[config.mk]
export PLATFORM = sky130hd
export DESIGN_NAME = pc_sequencer
export DESIGN_NICKNAME = d
export VERILOG_FILES = /design/src/rtl/pcseq_pkg.sv /design/src/rtl/pcseq_ctrl.sv /design/src/rtl/pcseq_next.sv /design/src/rtl/pcseq_stack.sv /design/src/rtl/pc_sequencer.sv
export SDC_FILE = /design/constraint.sdc
export NUM_CORES = 1
export LEC_CHECK = 0
export ABC_CLOCK_PERIOD_IN_PS = 3500
export BUFFER_PORTS_ARGS = -buffer_cell sky130_fd_sc_hd__buf_2
export CAP_MARGIN = 20
export CORE_AREA = 2 2 108 110
export DETAILED_ROUTE_END_ITERATION = 6
export DIE_AREA = 0 0 110 112
export GPL_ROUTABILITY_DRIVEN = 0
export GPL_TIMING_DRIVEN = 0
export PLACE_DENSITY = 0.87
export SLEW_MARGIN = 5
export SYNTH_ARGS = -nofsm -noshare
export SYNTH_HDL_FRONTEND = slang
export SYNTH_SLANG_ARGS = --single-unit
[constraint.sdc]
create_clock -name clk -period 3.5 [get_ports clk]
set_input_delay 0.175 -clock clk [delete_from_list [all_inputs] [get_ports clk]]
set_output_delay 0.175 -clock clk [all_outputs]
set_load 0.01 [all_outputs]
[src/rtl/pcseq_pkg.sv]
package pcseq_pkg;

    // control codes from the decoder
    localparam logic [2:0] OPC_NEXT = 3'd0;
    localparam logic [2:0] OPC_JUMP = 3'd1;
    localparam logic [2:0] OPC_CALL = 3'd2;
    localparam logic [2:0] OPC_RET  = 3'd3;
    localparam logic [2:0] OPC_PCLW = 3'd4;

    typedef enum logic [1:0] {
        ST_BOOT = 2'd0,
        ST_RUN  = 2'd1
    } seq_state_e;

    typedef enum logic [2:0] {
        ACT_HOLD = 3'd0,
        ACT_INC  = 3'd1,
        ACT_SKIP = 3'd2,
        ACT_JUMP = 3'd3,
        ACT_CALL = 3'd4,
        ACT_RET  = 3'd5,
        ACT_PCL  = 3'd6,
        ACT_IRQ  = 3'd7
    } seq_act_e;

endpackage

[src/rtl/pcseq_ctrl.sv]
module pcseq_ctrl
    import pcseq_pkg::*;
(
    input  logic       clk,
    input  logic       rst_n,
    input  logic [2:0] op_i,
    input  logic       skip_i,
    input  logic       irq_i,
    output seq_act_e   act_o,
    output logic       run_o
);

    seq_state_e state_q, state_d;

    // state register
    always_ff @(posedge clk) begin
        if (!rst_n) state_q <= ST_BOOT;
        else        state_q <= state_d;
    end

    // transitions: boot_done (BOOT -> RUN), run_loop (RUN -> RUN)
    always_comb begin
        state_d = state_q;
        unique case (state_q)
            ST_BOOT: state_d = ST_RUN;
            ST_RUN:  state_d = ST_RUN;
            default: state_d = ST_BOOT;
        endcase
    end

    // outputs: action for this cycle
    always_comb begin
        act_o = ACT_HOLD;
        run_o = 1'b0;
        unique case (state_q)
            ST_BOOT: begin
                act_o = ACT_HOLD;
                run_o = 1'b0;
            end
            ST_RUN: begin
                run_o = 1'b1;
                if (irq_i) begin
                    act_o = ACT_IRQ;
                end else begin
                    case (op_i)
                        OPC_JUMP: act_o = ACT_JUMP;
                        OPC_CALL: act_o = ACT_CALL;
                        OPC_RET:  act_o = ACT_RET;
                        OPC_PCLW: act_o = ACT_PCL;
                        default:  act_o = skip_i ? ACT_SKIP : ACT_INC;
                    endcase
                end
            end
            default: begin
                act_o = ACT_HOLD;
                run_o = 1'b0;
            end
        endcase
    end

endmodule

[src/rtl/pcseq_next.sv]
module pcseq_next
    import pcseq_pkg::*;
#(
    parameter int ADDR_W  = 13,
    parameter int LO_W    = 8,
    parameter int TGT_W   = 11,
    parameter int IRQ_VEC = 4
) (
    input  seq_act_e             act_i,
    input  logic [ADDR_W-1:0]    pc_i,
    input  logic [ADDR_W-LO_W-1:0] latch_i,
    input  logic [TGT_W-1:0]     target_i,
    input  logic [LO_W-1:0]      bus_wdata_i,
    input  logic [ADDR_W-1:0]    pop_data_i,
    output logic [ADDR_W-1:0]    pc_d_o,
    output logic                 push_o,
    output logic [ADDR_W-1:0]    push_data_o,
    output logic                 pop_o
);

    localparam int HI_W  = ADDR_W - LO_W;
    localparam int TOP_W = ADDR_W - TGT_W;
    localparam int TOP_L = TGT_W - LO_W;

    logic [LO_W-1:0]   lo;
    logic [HI_W-1:0]   hi;
    logic [LO_W:0]     lo_sum1, lo_sum2;
    logic [HI_W-1:0]   hi_sum1, hi_sum2;
    logic [ADDR_W-1:0] inc1, inc2, jmp, pcl;

    // page-carry increment: low byte first, carry into page part
    always_comb begin
        lo      = pc_i[LO_W-1:0];
        hi      = pc_i[ADDR_W-1:LO_W];
        lo_sum1 = {1'b0, lo} + (LO_W+1)'(1);
        lo_sum2 = {1'b0, lo} + (LO_W+1)'(2);
        hi_sum1 = hi + HI_W'(lo_sum1[LO_W]);
        hi_sum2 = hi + HI_W'(lo_sum2[LO_W]);
        inc1    = {hi_sum1, lo_sum1[LO_W-1:0]};
        inc2    = {hi_sum2, lo_sum2[LO_W-1:0]};
        jmp     = {latch_i[TOP_L +: TOP_W], target_i};
        pcl     = {latch_i, bus_wdata_i};
    end

    always_comb begin
        pc_d_o      = pc_i;
        push_o      = 1'b0;
        push_data_o = inc1;
        pop_o       = 1'b0;
        unique case (act_i)
            ACT_HOLD: pc_d_o = pc_i;
            ACT_INC:  pc_d_o = inc1;
            ACT_SKIP: pc_d_o = inc2;
            ACT_JUMP: pc_d_o = jmp;
            ACT_CALL: begin
                pc_d_o      = jmp;
                push_o      = 1'b1;
                push_data_o = inc1;
            end
            ACT_RET: begin
                pc_d_o = pop_data_i;
                pop_o  = 1'b1;
            end
            ACT_PCL:  pc_d_o = pcl;
            ACT_IRQ: begin
                pc_d_o      = ADDR_W'(IRQ_VEC);
                push_o      = 1'b1;
                push_data_o = pc_i;
            end
            default:  pc_d_o = pc_i;
        endcase
    end

endmodule

[src/rtl/pcseq_stack.sv]
module pcseq_stack #(
    parameter int DEPTH = 8,
    parameter int W     = 13
) (
    input  logic                        clk,
    input  logic                        rst_n,
    input  logic                        push_i,
    input  logic [W-1:0]                push_data_i,
    input  logic                        pop_i,
    output logic [W-1:0]                pop_data_o,
    output logic [$clog2(DEPTH+1)-1:0]  level_o,
    output logic                        ovf_o,
    output logic                        unf_o
);

    localparam int PTR_W = (DEPTH > 1) ? $clog2(DEPTH) : 1;
    localparam int LVL_W = $clog2(DEPTH+1);

    logic [W-1:0]     mem [DEPTH];
    logic [PTR_W-1:0] wr_ptr_q, top_idx, wr_next;
    logic [LVL_W-1:0] level_q;
    logic [W-1:0]     last_q;
    logic             empty, full;

    assign empty   = (level_q == '0);
    assign full    = (level_q == LVL_W'(DEPTH));
    assign top_idx = (wr_ptr_q == '0) ? PTR_W'(DEPTH-1) : wr_ptr_q - 1'b1;
    assign wr_next = (wr_ptr_q == PTR_W'(DEPTH-1)) ? '0 : wr_ptr_q + 1'b1;

    // one storage entry per slot
    for (genvar g = 0; g < DEPTH; g++) begin : g_slot
        always_ff @(posedge clk) begin
            if (push_i && wr_ptr_q == PTR_W'(g)) mem[g] <= push_data_i;
        end
    end

    assign pop_data_o = empty ? last_q : mem[top_idx];

    always_ff @(posedge clk) begin
        if (!rst_n) begin
            wr_ptr_q <= '0;
            level_q  <= '0;
            last_q   <= '0;
            ovf_o    <= 1'b0;
            unf_o    <= 1'b0;
        end else if (push_i) begin
            wr_ptr_q <= wr_next;
            if (full) ovf_o   <= 1'b1;
            else      level_q <= level_q + 1'b1;
        end else if (pop_i) begin
            if (empty) begin
                unf_o <= 1'b1;
            end else begin
                last_q   <= mem[top_idx];
                wr_ptr_q <= top_idx;
                level_q  <= level_q - 1'b1;
            end
        end
    end

    assign level_o = level_q;

endmodule

[src/rtl/pc_sequencer.sv]
module pc_sequencer
    import pcseq_pkg::*;
#(
    parameter int ADDR_W    = 13,
    parameter int LO_W      = 8,
    parameter int TGT_W     = 11,
    parameter int STK_DEPTH = 8,
    parameter int IRQ_VEC   = 4
) (
    input  logic                            clk,
    input  logic                            rst_n,
    input  logic [2:0]                      op_i,
    input  logic [TGT_W-1:0]                target_i,
    input  logic                            skip_i,
    input  logic                            irq_i,
    input  logic [LO_W-1:0]                 bus_wdata_i,
    input  logic                            hi_wr_i,
    output logic [ADDR_W-1:0]               addr_o,
    output logic [$clog2(STK_DEPTH+1)-1:0]  stk_level_o,
    output logic                            stk_ovf_o,
    output logic                            stk_unf_o
);

    localparam int HI_W = ADDR_W - LO_W;

    seq_act_e          act;
    logic              run_w;
    logic [ADDR_W-1:0] pc_q, pc_d;
    logic [HI_W-1:0]   latch_q;
    logic              push, pop;
    logic [ADDR_W-1:0] push_data, pop_data;

    pcseq_ctrl u_ctrl (
        .clk    (clk),
        .rst_n  (rst_n),
        .op_i   (op_i),
        .skip_i (skip_i),
        .irq_i  (irq_i),
        .act_o  (act),
        .run_o  (run_w)
    );

    pcseq_next #(
        .ADDR_W  (ADDR_W),
        .LO_W    (LO_W),
        .TGT_W   (TGT_W),
        .IRQ_VEC (IRQ_VEC)
    ) u_next (
        .act_i       (act),
        .pc_i        (pc_q),
        .latch_i     (latch_q),
        .target_i    (target_i),
        .bus_wdata_i (bus_wdata_i),
        .pop_data_i  (pop_data),
        .pc_d_o      (pc_d),
        .push_o      (push),
        .push_data_o (push_data),
        .pop_o       (pop)
    );

    pcseq_stack #(
        .DEPTH (STK_DEPTH),
        .W     (ADDR_W)
    ) u_stack (
        .clk         (clk),
        .rst_n       (rst_n),
        .push_i      (push),
        .push_data_i (push_data),
        .pop_i       (pop),
        .pop_data_o  (pop_data),
        .level_o     (stk_level_o),
        .ovf_o       (stk_ovf_o),
        .unf_o       (stk_unf_o)
    );

    always_ff @(posedge clk) begin
        if (!rst_n) pc_q <= '0;
        else        pc_q <= pc_d;
    end

    // page latch keeps only the bits that reach the address
    always_ff @(posedge clk) begin
        if (!rst_n)       latch_q <= '0;
        else if (hi_wr_i) latch_q <= bus_wdata_i[HI_W-1:0];
    end

    assign addr_o = pc_q;

endmodule

After elaboration in Yosys (flattened, before gate mapping)
Memories as Yosys holds them, arrays and structs flattened. Index checks and enable logic that the tools add are counted.

Register bits after elaboration: 42. Latch bits: 0. RAM bits: 104. ROM bits: 0. Output and inout bits: 19. Logic and storage cells: 124. Memories kept: 1.

$add $sub $neg: 8. $mul: 0. Div/mod/pow operators: 0. Magnitude comparators: 0. Equal/unequal tests: 22. Shift-type cells: 0. Mux-type cells: 56. Bitwise logic cells: 1. Reduce and logical (&&, ||, !) cells: 28.

Memories: u_stack.mem (words 8, width 13, rd ports 1, clocked after Yosys merged registers in 0, wr ports 1, RTL line pcseq_stack.sv:19) `logic [W-1:0] mem [DEPTH];`.

Operator list (count): two-way mux 13 bit (9); OR reduction 13 bit (7); one-hot mux 13 bit (6 select lines) (1); two-way mux 3 bit (14); equality test 3 bit (second input constant) (9); two-way mux 1 bit (26); equality test 3 x 2 -> 1 bit (second input constant) (6); two-way mux 4 bit (4); one-hot mux 3 bit (4 select lines) (1); adder 5 x 1 -> 5 bit (2); adder 8 x 1 -> 9 bit (second input constant) (1); adder 8 x 2 -> 9 bit (second input constant) (1); equality test 3 x 1 -> 1 bit (second input constant) (3); logical AND 1 bit (8); logical NOT 3 bit (2); AND reduction 2 bit (3); AND reduction 3 bit (2); OR reduction 2 bit (3); adder 4 x 1 -> 4 bit (second input constant) (1); equality test 4 bit (second input constant) (1); logical NOT 4 bit (1); subtractor 4 x 1 -> 4 bit (second input constant) (1); adder 3 x 1 -> 3 bit (second input constant) (1); subtractor 3 x 1 -> 3 bit (second input constant) (1); 7 further kinds (7).

Logic depth before layout (Yosys ltp)
Depth after elaboration: 18. Mapped depth: 11. Depth with buffers taken out: 11.

Modules after synthesis
A second synthesis with hierarchy kept.

Cells, all modules: 690. Area, all modules: 7478.4 um^2.

By module, submodules not included: pcseq_stack (instances 1, cells each 428, area each 5530.3 um^2, sequential area each 3563.4 um^2); pcseq_next (instances 1, cells each 205, area each 1307.5 um^2, sequential area each 0.0 um^2); pc_sequencer (instances 1, cells each 43, area each 541.8 um^2, sequential area each 360.3 um^2); pcseq_ctrl (instances 1, cells each 14, area each 98.8 um^2, sequential area each 20.0 um^2).

Worst setup path after synthesis
Ideal clock, no wire load.

Path kind: flip-flop to flip-flop. Start: reg pc_q[1], in the netlist addr_o[1]. End: mem u_stack.mem[0][12], data pin. Library setup time: 231 ps. Data arrival time: 2198 ps. Path slack: 1071 ps. Cell stages (with the launch flop): 10. Buffers on the path: 0. Clock period less this slack: 2429 ps. Cells stage by stage: dfxtp_1 > ha_1 > and3_1 > and3_1 > and3_1 > ha_1 > ha_1 > and3_1 > nand2_1 > xnor2_1.

Word-level cells in the longest chain between the ends: 10.

RTL lines: from (decl) (RTL line pc_sequencer.sv:28) `logic [ADDR_W-1:0] pc_q, pc_d;`; from (signal assigned) (RTL line pc_sequencer.sv:78) `else pc_q <= pc_d;`; adder 8 x 1 -> 9 bit (*) (RTL line pcseq_next.sv:35) `lo_sum1 = {1'b0, lo} + (LO_W+1)'(1);`; adder 5 x 1 -> 5 bit (*) (RTL line pcseq_next.sv:37) `hi_sum1 = hi + HI_W'(lo_sum1[LO_W]);`; two-way mux 13 bit (*) (RTL line pcseq_next.sv:50) `unique case (act_i)`; named net push_data[12] (RTL line pc_sequencer.sv:31) `logic [ADDR_W-1:0] push_data, pop_data;`; two-way mux 13 bit (no line) (6 in a row); two-way mux 13 bit (no line) (*); to (decl) (RTL line pcseq_stack.sv:19).

Mark *: on every way through the listed nets, which the timed path passes. The rest lies on a longest branch.

Worst setup path in the final report
Start: reg u_stack.wr_ptr_q[1]. End: reg pc_q[4], in the netlist addr_o[4].

Word-level cells in the longest chain between the ends: 5. Elaborated cells on any way between the ends: 6.

RTL lines: from (decl) (RTL line pcseq_stack.sv:20) `logic [PTR_W-1:0] wr_ptr_q, top_idx, wr_next;`; from (signal assigned) (RTL line pcseq_stack.sv:47) `wr_ptr_q <= wr_next;`; from (signal assigned) (RTL line pcseq_stack.sv:55) `wr_ptr_q <= top_idx;`; subtractor 3 x 1 -> 3 bit / logical NOT 3 bit (equally long branches) (RTL line pcseq_stack.sv:27) `assign top_idx = (wr_ptr_q == '0) ? PTR_W'(DEPTH-1) : wr_ptr_q - 1'b1;`; two-way mux 3 bit (*) (RTL line pcseq_stack.sv:27); memory (8 x 13 bit) (*); two-way mux 13 bit (*); one-hot mux 13 bit (6 select lines) (*) (RTL line pcseq_next.sv:50).

Every way passes the cells marked *; elsewhere a longest branch is shown, timed or not. A chain may end at the register's enable or synchronous reset.

==> flow_metrics.tcl <==
set metrics [dict create \
    yosysTopAreaCellShare 0.472 \
    numCtsBuffers 17 \
    slew_viol_final 0 \
    worstPathBufferInverterCount 3 \
    drt-initial-drc-count 663 \
    cp_common_cell "clkbuf_1" \
    cts_tree "built" \
    fin_hold_ws_ps 6.09 \
    cts.clk_slew.worst_paths_ps 60 \
    first_global_vias 4652 \
    setup_viol 0 \
    firstDrtPassIters 7 \
    ant_nets 0 \
    cap_violations 0 \
    wirelength_um 17100 \
    fin_tns_setup_ps 0 \
    ys_warn_count 0 \
    syn_avg_cell_area_um2 13.3 \
    worstPathCellList "inv_1, ha_1, clkbuf_1, clkbuf_1, mux4_2, a22oi_1, nand4_1, and3_1" \
    syn_nets 540 \
    route.vias.total 4830 \
    stdcell_count 715 \
    grt_max_degree 17 \
    via_per_inst 6.76 \
    htreeDepth 4 \
    ys_seq_elements 145 \
    timing.rr.start "u_stack.wr_ptr_q[1]" \
    whs_path_depth 3 \
    highest_layer "met4" \
    slowest_delay_ps 690 \
    wl_per_cell_um 23.9 \
    synth.largest_area_cell "edfxtp_1" \
    io_pins 46 \
    fp.dieW_um 110 \
    synth_area_um2 6610 \
    wl_met2_um 8190 \
    dpl_cell_area_um2 6990 \
    drt-met1-wl_um 6550 \
    drive_above_1_share 0.194 \
    synth-edff-count 104 \
    nets 600 \
    critical_path.top_delay_family "buffers and inverters" \
    endpoint_kind "flop" \
    holdCritStartpoint "bus_wdata_i[0]" \
    cts-root-buf "clkbuf_16" \
    grt_overflow 0 \
    setup_ws_ps 208 \
    ys_types 62 \
    area_delta_synth_final_pct 14.9 \
    grt_pass1_wl_um 25900 \
    post-route-period-util 0.941 \
    ys_seq_area_frac 0.596 \
    critical-path-slowest-cell "clkbuf_1" \
    skew_ps 11.9 \
    place_ws_ps 328 \
    rsz0062_at_grt "no" \
    fin_area_um2 7600 \
    violations "design-rule violations" \
    grt_use_total 0.290 \
    multi_input_area_um2 2470 \
    holdPathEnd "latch_q[0]" \
    worstSetupStartpointType "flop" \
    port_buffers 40 \
    clock_path_buffers 2 \
    rr_worst_depth 8 \
    core_um2 11200 \
    clkLatencyLatePin_ps 430 \
    hold_violations 0 \
    n_antenna_cell 0 \
    fillers 739 \
    cp_max_fo 10 \
    start_util 0.592 \
    hold_path.class "input pin to flop" \
    vdd_drop_max_uv 419 \
    fp.dieH_um 112 \
    rrSetupSlack_ps 210 \
    min_period_ps 3290 \
    timing.rr.end "addr_o[4]" \
    tightest_slew_ps 840 \
    wl_met3_um 1630 \
    async_reset_ff_frac 0 \
    max_freq_ghz 0.304 \
    drc 2 \
    regArea_um2 3940 \
    post-place-cells 682 \
    worstSetupPathType "flop to flop" \
    relSlewSlack 0.436 \
    ys.flop_type "edfxtp_1" \
    power.density_nw_per_um2 548 \
    required_ps 3820 \
    dp_hpwl_um 10900 \
    cp.arrival_ps 3610 \
    dieArea_um2 12300 \
    cts_sinks 145 \
    syn_inst 499 \
    rows 39 \
    synth.area.top_cells "edfxtp_1 47%, dfxtp_1 12%, mux4_2 8.5%, ha_1 2.6%, a21oi_1 2.0%" \
    p_leak_uw 0.00272 \
    outcome "finished, violations left" \
    antenna_found_initial 0 \
]
kinds of logic (layout without fill, tap and decap cells):
kind of cell | Yosys count | after routing | synth area share
flops | 145 | 145 | 0.596
simple gates | 127 | 127 | 0.0922
compound gates | 106 | 106 | 0.116
buf+inv | 44 | 117 | 0.0297
mux | 41 | 41 | 0.110
xor+xnor | 22 | 22 | 0.0291
fa+ha+maj | 14 | 14 | 0.0265
worst reg2reg max path, cell delays in order (launching register included):
cell,delay (ps)
dfxtp_1,420
inv_1,140
ha_1,320
clkbuf_1,500
clkbuf_1,690
mux4_2,450
a22oi_1,340
nand4_1,140
and3_1,190
how the worst max path moves through the flow:
stage	startpoint	end	slack [ps]	depth (start not counted)
after CTS	u_stack.wr_ptr_q[0]	addr_o[4]	230	8
after global routing	u_stack.wr_ptr_q[0]	addr_o[4]	20	8
after global placement	u_stack.wr_ptr_q[0]	addr_o[4]	440	8
final	u_stack.wr_ptr_q[1]	addr_o[4]	210	8
after floorplan	addr_o[1]	u_stack.mem[0][12]	1070	9
after detailed placement	u_stack.wr_ptr_q[0]	addr_o[1]	330	8
cells in the mapped netlist (5+ instances only):
library cell / n
mux4_2: 25
a22oi_1: 8
dfxtp_1: 41
edfxtp_1: 104
a21oi_1: 27
ha_1: 14
nor2_1: 34
o21a_1: 7
nor3_1: 8
nand2_1: 35
inv_1: 6
a31oi_1: 8
xor2_1: 7
and3_1: 18
nand3_1: 12
and2_1: 5
clkbuf_1: 27
xnor2_1: 15
mux2i_1: 13
o21ai_0: 9
a222oi_1: 10
placed cells by master, fill, tap and decap left out, types with 4 or more instances in the layout:
cell type    n
a21oi_1     27
a222oi_1    10
a22oi_1      8
a31oi_1      8
and2_1       5
and3_1      18
buf_2       44
clkbuf_1    30
clkbuf_16   17
dfxtp_1     41
edfxtp_1   104
ha_1        14
inv_1        6
mux2i_1     13
mux4_2      25
nand2_1     35
nand3_1     12
nor2_1      34
nor3_1       8
o2111ai_1    4
o211ai_1     4
o21a_1       7
o21ai_0      9
xnor2_1     15
xor2_1       7
state kept, by name, summed over array words and instances, names as in the netlist:
name and cells:
u_ctrl.state_q 1, u_stack.mem 104, u_stack.unf_o 1, u_stack.wr_ptr_q 3, u_stack.ovf_o 1, addr_o 13
u_stack.last_q 13, u_stack.level_o 4, latch_q 5
area by class of cell:
type,count,share of cell area
Sequential cell,145,0.519
Buffer,37,0.0224
Inverter,7,0.00346
Multi-Input combinational cell,310,0.325
Timing Repair Buffer,41,0.0277
Tap cell,143,0.0236
Clock inverter,12,0.0208
Clock buffer,20,0.0575
layer usage:
| metal | vias to the layer above | track usage |
|---|---|---|
| met3 | 62 | 0.0796 |
| met4 | 0 | 0.163 |
| met5 | - | 0 |
| met2 | 363 | 0.445 |
| met1 | 2340 | 0.371 |
| li1 | 2065 | - |
what timing repair did:
action / CTS / global route
setup buffers: 0 / 0
resized for setup: 0 / 0
hold buffers: 1 / 0
endpoints found under the hold margin: 1 / 0
setup endpoints to repair: 0 / 0
per-stage QoR:
step           utilization  total power, uW
4_1_cts              0.680             4160
5_1_grt              0.680             4260
3_5_place_dp         0.626             2330
6_report             0.680             4160
2_1_floorplan            -             2200
3_3_place_gp         0.626             2300
power breakdown:
group          internal, uW  leakage (uW)  switching (uW)
sequential             1890       0.00130            36.0
clock                  1130      0.000278             723
combinational           146       0.00115             236
total                  3160       0.00272             995
No activity file was read; power rests on OpenSTA's default activity.
